==> config.mk <==
export PLATFORM = sky130hd
export DESIGN_NAME = kcs_host_chan
export DESIGN_NICKNAME = d
export VERILOG_FILES = /design/src/rtl/kcs_host_pkg.sv /design/src/rtl/kcs_addr_dec.sv /design/src/rtl/kcs_buf_regs.sv /design/src/rtl/kcs_atn.sv /design/src/rtl/kcs_cmd_track.sv /design/src/rtl/kcs_host_chan.sv
export SDC_FILE = /design/constraint.sdc
export NUM_CORES = 1
export LEC_CHECK = 0
export BUFFER_PORTS_ARGS = -buffer_cell sky130_fd_sc_hd__buf_2
export CAP_MARGIN = 0
export CELL_PAD_IN_SITES_DETAIL_PLACEMENT = 1
export CELL_PAD_IN_SITES_GLOBAL_PLACEMENT = 1
export CORE_ASPECT_RATIO = 0.75
export CORE_MARGIN = 3
export CORE_UTILIZATION = 37
export CTS_BUF_LIST = sky130_fd_sc_hd__clkbuf_4
export DETAILED_ROUTE_END_ITERATION = 8
export PLACE_DENSITY_LB_ADDON = 0.1
export SLEW_MARGIN = 10
export SYNTH_ARGS = -nofsm -noshare
export SYNTH_HDL_FRONTEND = slang
export SYNTH_SLANG_ARGS = --single-unit
==> constraint.sdc <==
create_clock -name clk -period 6.05 [get_ports clk]
set_input_delay 0.3025 -clock clk [delete_from_list [all_inputs] [get_ports clk]]
set_output_delay 0.3025 -clock clk [all_outputs]
set_load 0.1 [all_outputs]
==> src/rtl/kcs_host_pkg.sv <==
package kcs_host_pkg;

    localparam int BYTE_W = 8;

    typedef enum logic [1:0] {
        ST_IDLE  = 2'd0,
        ST_READ  = 2'd1,
        ST_WRITE = 2'd2,
        ST_ERROR = 2'd3
    } kcs_state_e;

    localparam logic [BYTE_W-1:0] CMD_ABORT    = 8'h60;
    localparam logic [BYTE_W-1:0] CMD_WR_START = 8'h61;
    localparam logic [BYTE_W-1:0] CMD_WR_END   = 8'h62;

    function automatic logic [BYTE_W-1:0] pack_status(
        input kcs_state_e st,
        input logic       cd,
        input logic       atn,
        input logic       ibf,
        input logic       obf
    );
        return {st, 2'b00, cd, atn, ibf, obf};
    endfunction

endpackage

==> src/rtl/kcs_addr_dec.sv <==
module kcs_addr_dec #(
    parameter int                ADDR_W   = 16,
    parameter logic [ADDR_W-1:0] DEF_BASE = 16'h0CA2
) (
    input  logic              alt_sel,
    input  logic [ADDR_W-1:0] alt_base,
    input  logic [ADDR_W-1:0] addr,
    input  logic              wr,
    input  logic              rd,
    output logic              data_wr,
    output logic              cmd_wr,
    output logic              data_rd,
    output logic              cmd_rd
);
    localparam logic [ADDR_W-1:0] CMD_OFS = ADDR_W'(1);

    logic [ADDR_W-1:0] base;
    logic              hit_data;
    logic              hit_cmd;

    always_comb begin
        base     = alt_sel ? alt_base : DEF_BASE;
        hit_data = (addr == base);
        hit_cmd  = (addr == base + CMD_OFS);
        data_wr  = wr & hit_data;
        cmd_wr   = wr & hit_cmd;
        data_rd  = rd & hit_data;
        cmd_rd   = rd & hit_cmd;
    end
endmodule

==> src/rtl/kcs_buf_regs.sv <==
module kcs_buf_regs #(
    parameter int DW = 8
) (
    input  logic          clk,
    input  logic          rst_n,
    input  logic          host_data_wr,
    input  logic          host_cmd_wr,
    input  logic          host_data_rd,
    input  logic [DW-1:0] host_wdata,
    input  logic          ctl_rd,
    input  logic          ctl_wr,
    input  logic [DW-1:0] ctl_wdata,
    output logic [DW-1:0] in_byte,
    output logic [DW-1:0] out_byte,
    output logic          ibf,
    output logic          obf,
    output logic          cd
);
    typedef struct packed {
        logic          ibf;
        logic          obf;
        logic          cd;
        logic [DW-1:0] idr;
        logic [DW-1:0] odr;
    } buf_t;

    buf_t reg_d, reg_q;

    always_comb begin
        reg_d = reg_q;
        if (ctl_rd) begin
            reg_d.ibf = 1'b0;
        end
        if (host_data_wr || host_cmd_wr) begin
            reg_d.ibf = 1'b1;
            reg_d.idr = host_wdata;
            reg_d.cd  = host_cmd_wr;
        end
        if (host_data_rd) begin
            reg_d.obf = 1'b0;
        end
        if (ctl_wr) begin
            reg_d.obf = 1'b1;
            reg_d.odr = ctl_wdata;
        end
    end

    always_ff @(posedge clk) begin
        if (!rst_n) begin
            reg_q <= '0;
        end else begin
            reg_q <= reg_d;
        end
    end

    assign in_byte  = reg_q.idr;
    assign out_byte = reg_q.odr;
    assign ibf      = reg_q.ibf;
    assign obf      = reg_q.obf;
    assign cd       = reg_q.cd;


    ibf_set_chk: assert property (@(posedge clk) disable iff (!rst_n)
        (host_data_wr || host_cmd_wr) |=> (ibf && in_byte == $past(host_wdata)));


    ibf_clr_chk: assert property (@(posedge clk) disable iff (!rst_n)
        (ctl_rd && !host_data_wr && !host_cmd_wr) |=> !ibf);


    obf_set_chk: assert property (@(posedge clk) disable iff (!rst_n)
        ctl_wr |=> (obf && out_byte == $past(ctl_wdata)));


    obf_clr_chk: assert property (@(posedge clk) disable iff (!rst_n)
        (host_data_rd && !ctl_wr) |=> !obf);
endmodule

==> src/rtl/kcs_atn.sv <==
module kcs_atn (
    input  logic clk,
    input  logic rst_n,
    input  logic rxq_nonempty,
    input  logic evt_pending,
    input  logic wdt_pretimeout,
    input  logic outq_pending,
    input  logic glb_irq_en,
    output logic atn,
    output logic irq
);
    logic any_cond;
    logic atn_d, atn_q;

    always_comb begin
        any_cond = rxq_nonempty | evt_pending | wdt_pretimeout;
        atn_d    = any_cond | (atn_q & outq_pending);
    end

    always_ff @(posedge clk) begin
        if (!rst_n) begin
            atn_q <= 1'b0;
        end else begin
            atn_q <= atn_d;
        end
    end

    assign atn = atn_q;
    assign irq = atn_q & glb_irq_en;


    atn_set_chk: assert property (@(posedge clk) disable iff (!rst_n)
        (rxq_nonempty || evt_pending || wdt_pretimeout) |=> atn);


    atn_hold_chk: assert property (@(posedge clk) disable iff (!rst_n)
        (atn && outq_pending) |=> atn);


    atn_drop_chk: assert property (@(posedge clk) disable iff (!rst_n)
        (!rxq_nonempty && !evt_pending && !wdt_pretimeout && !outq_pending) |=> !atn);
endmodule

==> src/rtl/kcs_cmd_track.sv <==
module kcs_cmd_track
    import kcs_host_pkg::*;
#(
    parameter int LUN_W = 2
) (
    input  logic              clk,
    input  logic              rst_n,
    input  logic              cmd_wr,
    input  logic              data_wr,
    input  logic [BYTE_W-1:0] wdata,
    output kcs_state_e        state,
    output logic              lun_bad
);
    typedef struct packed {
        kcs_state_e st;
        logic       expect_lun;
        logic       lun_bad;
    } trk_t;

    trk_t trk_d, trk_q;

    always_comb begin
        trk_d = trk_q;
        if (cmd_wr) begin
            trk_d.expect_lun = 1'b0;
            case (wdata)
                CMD_ABORT: begin
                    trk_d.st      = ST_IDLE;
                    trk_d.lun_bad = 1'b0;
                end
                CMD_WR_START: begin
                    trk_d.st         = ST_WRITE;
                    trk_d.lun_bad    = 1'b0;
                    trk_d.expect_lun = 1'b1;
                end
                CMD_WR_END: begin
                    trk_d.st = ST_READ;
                end
                default: begin
                    trk_d.st = ST_ERROR;
                end
            endcase
        end else if (data_wr && trk_q.expect_lun) begin
            trk_d.lun_bad    = (wdata[LUN_W-1:0] != '0);
            trk_d.expect_lun = 1'b0;
        end
    end

    always_ff @(posedge clk) begin
        if (!rst_n) begin
            trk_q <= '{st: ST_IDLE, expect_lun: 1'b0, lun_bad: 1'b0};
        end else begin
            trk_q <= trk_d;
        end
    end

    assign state   = trk_q.st;
    assign lun_bad = trk_q.lun_bad;


    abort_idle_chk: assert property (@(posedge clk) disable iff (!rst_n)
        (cmd_wr && wdata == CMD_ABORT) |=> (state == ST_IDLE && !lun_bad));


    start_write_chk: assert property (@(posedge clk) disable iff (!rst_n)
        (cmd_wr && wdata == CMD_WR_START) |=> (state == ST_WRITE));


    lun_steady_chk: assert property (@(posedge clk) disable iff (!rst_n)
        (!cmd_wr && !data_wr) |=> $stable(lun_bad));
endmodule

==> src/rtl/kcs_host_chan.sv <==
module kcs_host_chan
    import kcs_host_pkg::*;
#(
    parameter int                ADDR_W   = 16,
    parameter logic [ADDR_W-1:0] DEF_BASE = 16'h0CA2,
    parameter int                LUN_W    = 2
) (
    input  logic              clk,
    input  logic              rst_n,
    input  logic              cfg_alt_base,
    input  logic [ADDR_W-1:0] cfg_base,
    input  logic [ADDR_W-1:0] io_addr,
    input  logic              io_wr,
    input  logic              io_rd,
    input  logic [BYTE_W-1:0] io_wdata,
    output logic [BYTE_W-1:0] io_rdata,
    input  logic              ctl_rd,
    input  logic              ctl_wr,
    input  logic [BYTE_W-1:0] ctl_wdata,
    output logic [BYTE_W-1:0] ctl_in_data,
    output logic [BYTE_W-1:0] ctl_status,
    input  logic              rxq_nonempty,
    input  logic              evt_pending,
    input  logic              wdt_pretimeout,
    input  logic              outq_pending,
    input  logic              glb_irq_en,
    output logic              host_irq,
    output logic              lun_reject
);
    logic              dec_data_wr, dec_cmd_wr, dec_data_rd, dec_cmd_rd;
    logic [BYTE_W-1:0] out_byte;
    logic              ibf, obf, cd, atn;
    kcs_state_e        state;
    logic [BYTE_W-1:0] status;

    kcs_addr_dec #(.ADDR_W(ADDR_W), .DEF_BASE(DEF_BASE)) u_dec (
        .alt_sel (cfg_alt_base),
        .alt_base(cfg_base),
        .addr    (io_addr),
        .wr      (io_wr),
        .rd      (io_rd),
        .data_wr (dec_data_wr),
        .cmd_wr  (dec_cmd_wr),
        .data_rd (dec_data_rd),
        .cmd_rd  (dec_cmd_rd)
    );

    kcs_buf_regs #(.DW(BYTE_W)) u_buf (
        .clk         (clk),
        .rst_n       (rst_n),
        .host_data_wr(dec_data_wr),
        .host_cmd_wr (dec_cmd_wr),
        .host_data_rd(dec_data_rd),
        .host_wdata  (io_wdata),
        .ctl_rd      (ctl_rd),
        .ctl_wr      (ctl_wr),
        .ctl_wdata   (ctl_wdata),
        .in_byte     (ctl_in_data),
        .out_byte    (out_byte),
        .ibf         (ibf),
        .obf         (obf),
        .cd          (cd)
    );

    kcs_atn u_atn (
        .clk           (clk),
        .rst_n         (rst_n),
        .rxq_nonempty  (rxq_nonempty),
        .evt_pending   (evt_pending),
        .wdt_pretimeout(wdt_pretimeout),
        .outq_pending  (outq_pending),
        .glb_irq_en    (glb_irq_en),
        .atn           (atn),
        .irq           (host_irq)
    );

    kcs_cmd_track #(.LUN_W(LUN_W)) u_trk (
        .clk    (clk),
        .rst_n  (rst_n),
        .cmd_wr (dec_cmd_wr),
        .data_wr(dec_data_wr),
        .wdata  (io_wdata),
        .state  (state),
        .lun_bad(lun_reject)
    );

    always_comb begin
        status = pack_status(state, cd, atn, ibf, obf);
        if (dec_data_rd) begin
            io_rdata = out_byte;
        end else if (dec_cmd_rd) begin
            io_rdata = status;
        end else begin
            io_rdata = '0;
        end
    end

    assign ctl_status = status;


    status_pad_chk: assert property (@(posedge clk) disable iff (!rst_n)
        ctl_status[5:4] == 2'b00);


    irq_level_chk: assert property (@(posedge clk) disable iff (!rst_n)
        host_irq |-> (ctl_status[2] && glb_irq_en));
endmodule

==> run metrics <==
DRC violations left 0; Power Density roughly 140 nW/um2; Final GP Congestion between 0.8 and 0.9; final hold vios 0; clock root cell clkbuf_4; routed wire length about 6400 um; Reg2Reg Setup Slack 5030 ps; Layout fillers around 740; Max H-tree Level 1; Vias about 2.3k; die height 71.06 um; 1st-iter DRT viols just over 70; largest net degree at the start of global routing 33; reg2reg path depth 3; hold_sp rxq_nonempty; nets 414; post-synth top area cell dfxtp_1; die area 6591 um2; Final min period between 3000 and 4000 ps; CP Launch Type primary input; initial antenna violation count 0; Peak VDD IR around 0.056 mV; clk buf depth 2; total track usage between 10% and 20%; post-synth top area share 23.01%; Critical Path AT between 3000 and 4000 ps; most common cell after layout, fill and taps aside buf_2; Hold WC Path Type in -> reg; max cap viols 0; largest cells by area after synthesis dfxtp_1 23%, xnor2_1 5.9%, xor2_1 5.5%, o21ai_0 4.8%, nor2_1 4.5%; worst r2r src u_trk.trk_q[1]; Setup Buffers After CTS 0; Rel. slew slack 53.79%; final setup TNS 0 ps; wire length per cell 14.98 um; Post-Synthesis Cells between 200 and 300; vias per cell ~5.3; Seq/Total Area, Yosys a little under a quarter; Post-synth ARST share 0%; Final HPWL DP between 5000 and 6000 um; commonest cells after routing, fill and taps aside 83 x buf_2, 25 x nor2_1, 24 x dfxtp_1; Critical Path RT around 5800 ps; initial core utilization between 30% and 40%; CP Max Fanout 32; Worst-Margin Slew 692.4 ps; GRT overflow 0; Worst-path clk slew between 100 and 150 ps; hold_buf cts 0; clk sinks 24; first-pass GRT wire length 10,450 um; area of the mapped netlist about 2100 um2; hold path depth 3; Die X approximately 93 um; Post-synth EDFFs 0; fmax 258.9 MHz; vias in the first global route 2,141; Ant. Diodes 0; critical path class in -> out; Critical Path End Type output port; core area 5410 um2; ys flop type dfxtp_1; # IOs 86; final setup vio count 0; Power, Total 351.9 uW; fin crit share between 60 and 70%; Cell variety after synth between 40 and 50; quantity of I/O buffers inserted on ports between 80 and 90; fin cells 427; dpl cells ~420; yosys warns 0; Final Max Slew Viols 0; Area Overhead vs Synth 19.89%; CTS tree built; Leak Pwr 1.086 nW; fraction of layout cells with a size suffix above 1 ~28%; Resized cells post-CTS 0; run status finished, final reports clean; drt pass-1 iters 4; synthesis-stage register bit count 24; CTS Buf Count 3; skew final approximately 0.55 ps; Rows 23; Mean Syn Cell Area roughly 7.3 um2; FF-to-FF End u_trk.lun_bad; hold endpoint u_atn.atn; RSZ-0062 raised after global routing no; post-route ant nets 0; Skew-Pair Late Insertion Delay roughly 320 ps
==> where the power goes <==
group / leakage, nW / internal (mW) / switching [mW]
Combinational: 0.875 / 0.0433 / 0.0727
Clock: 0.0154 / 0.0242 / 0.0474
Sequential: 0.196 / 0.162 / 0.00224
Total: 1.09 / 0.230 / 0.122
==> registers in the layout, summed over array words and instances, names as in the netlist <==
register        flops
u_buf.in_byte       8
u_buf.out_byte      8
u_trk.state         2
u_atn.atn           1
u_buf.cd            1
u_buf.ibf           1
u_buf.obf           1
u_trk.lun_bad       1
u_trk.trk_q         1
==> synth_stat cells, types with 8 or more instances <==
cell	count
nor3_1	13
nand3_1	18
o21ai_0	20
nor2_1	25
xnor2_1	14
a21oi_1	13
xor2_1	13
mux2i_1	8
nand4_1	13
nand2_1	23
buf_4	9
dfxtp_1	24
inv_1	23
==> stage by stage <==
step	setup WS [ps]	hold WS (ps)	cell area, um2	utilization [%]
after detailed placement	2183	460.7	2477	45.79
after floorplan	1807	434.4	2092	-
after CTS	2182	209.5	2504	46.28
final	2187	212.3	2504	46.28
after global routing	2015	211.1	2504	46.28
after global placement	2316	450.9	2477	45.79
==> kinds of logic after synthesis <==
group                      count (synthesis)  synth area share (%)
DFF                                       24                 23.01
muxes                                      9                 4.374
and+or+nand+nor                          116                 31.10
buffers and inverters                     45                 10.42
AOI/OAI and AO/OA                         62                 18.99
other                                      1                0.1796
xor gates and xnor gates                  27                 11.32
adders and majority gates                  1                0.5991
==> layer usage <==
metal | global-route usage (%) | share of wire, % | vias to the layer above
met2 | 29.66 | 42 | 70
met3 | 3.507 | 6.0 | 4
li1 | - | - | 1138
met5 | 0 | 0 | -
met4 | 1.951 | 0.36 | 0
met1 | 28.96 | 51 | 1063
==> worst max-delay path, stage by stage <==
cell and delay [ps]:
buf_2 420, and2_1 250, ha_1 250, and2_1 220, nand4_4 160, nor4b_2 300, a221oi_1 90, nand4b_4 190
or4b_1 670, o22ai_1 220, buf_2 460
==> worst max-delay path by stage <==
stage / startpoint / endpoint / slack [ps]
finish: cfg_alt_base / io_rdata[1] / 2190
global route: cfg_alt_base / io_rdata[2] / 2020
CTS: cfg_alt_base / io_rdata[1] / 2180
detailed placement: cfg_alt_base / io_rdata[1] / 2180
global placement: cfg_alt_base / io_rdata[0] / 2320
floorplan: cfg_alt_base / io_rdata[0] / 1810
==> final cells by class <==
class	count	area (um2)	share of cell area, %
Clock buffer	3	22.52	0.8996
Sequential cell	24	480.5	19.19
Clock inverter	1	3.754	0.1499
Inverter	23	86.33	3.448
Multi-Input combinational cell	217	1394	55.67
Tap cell	75	93.84	3.748
Timing Repair Buffer	84	422.9	16.89
Power figures use the tool's default switching activity.
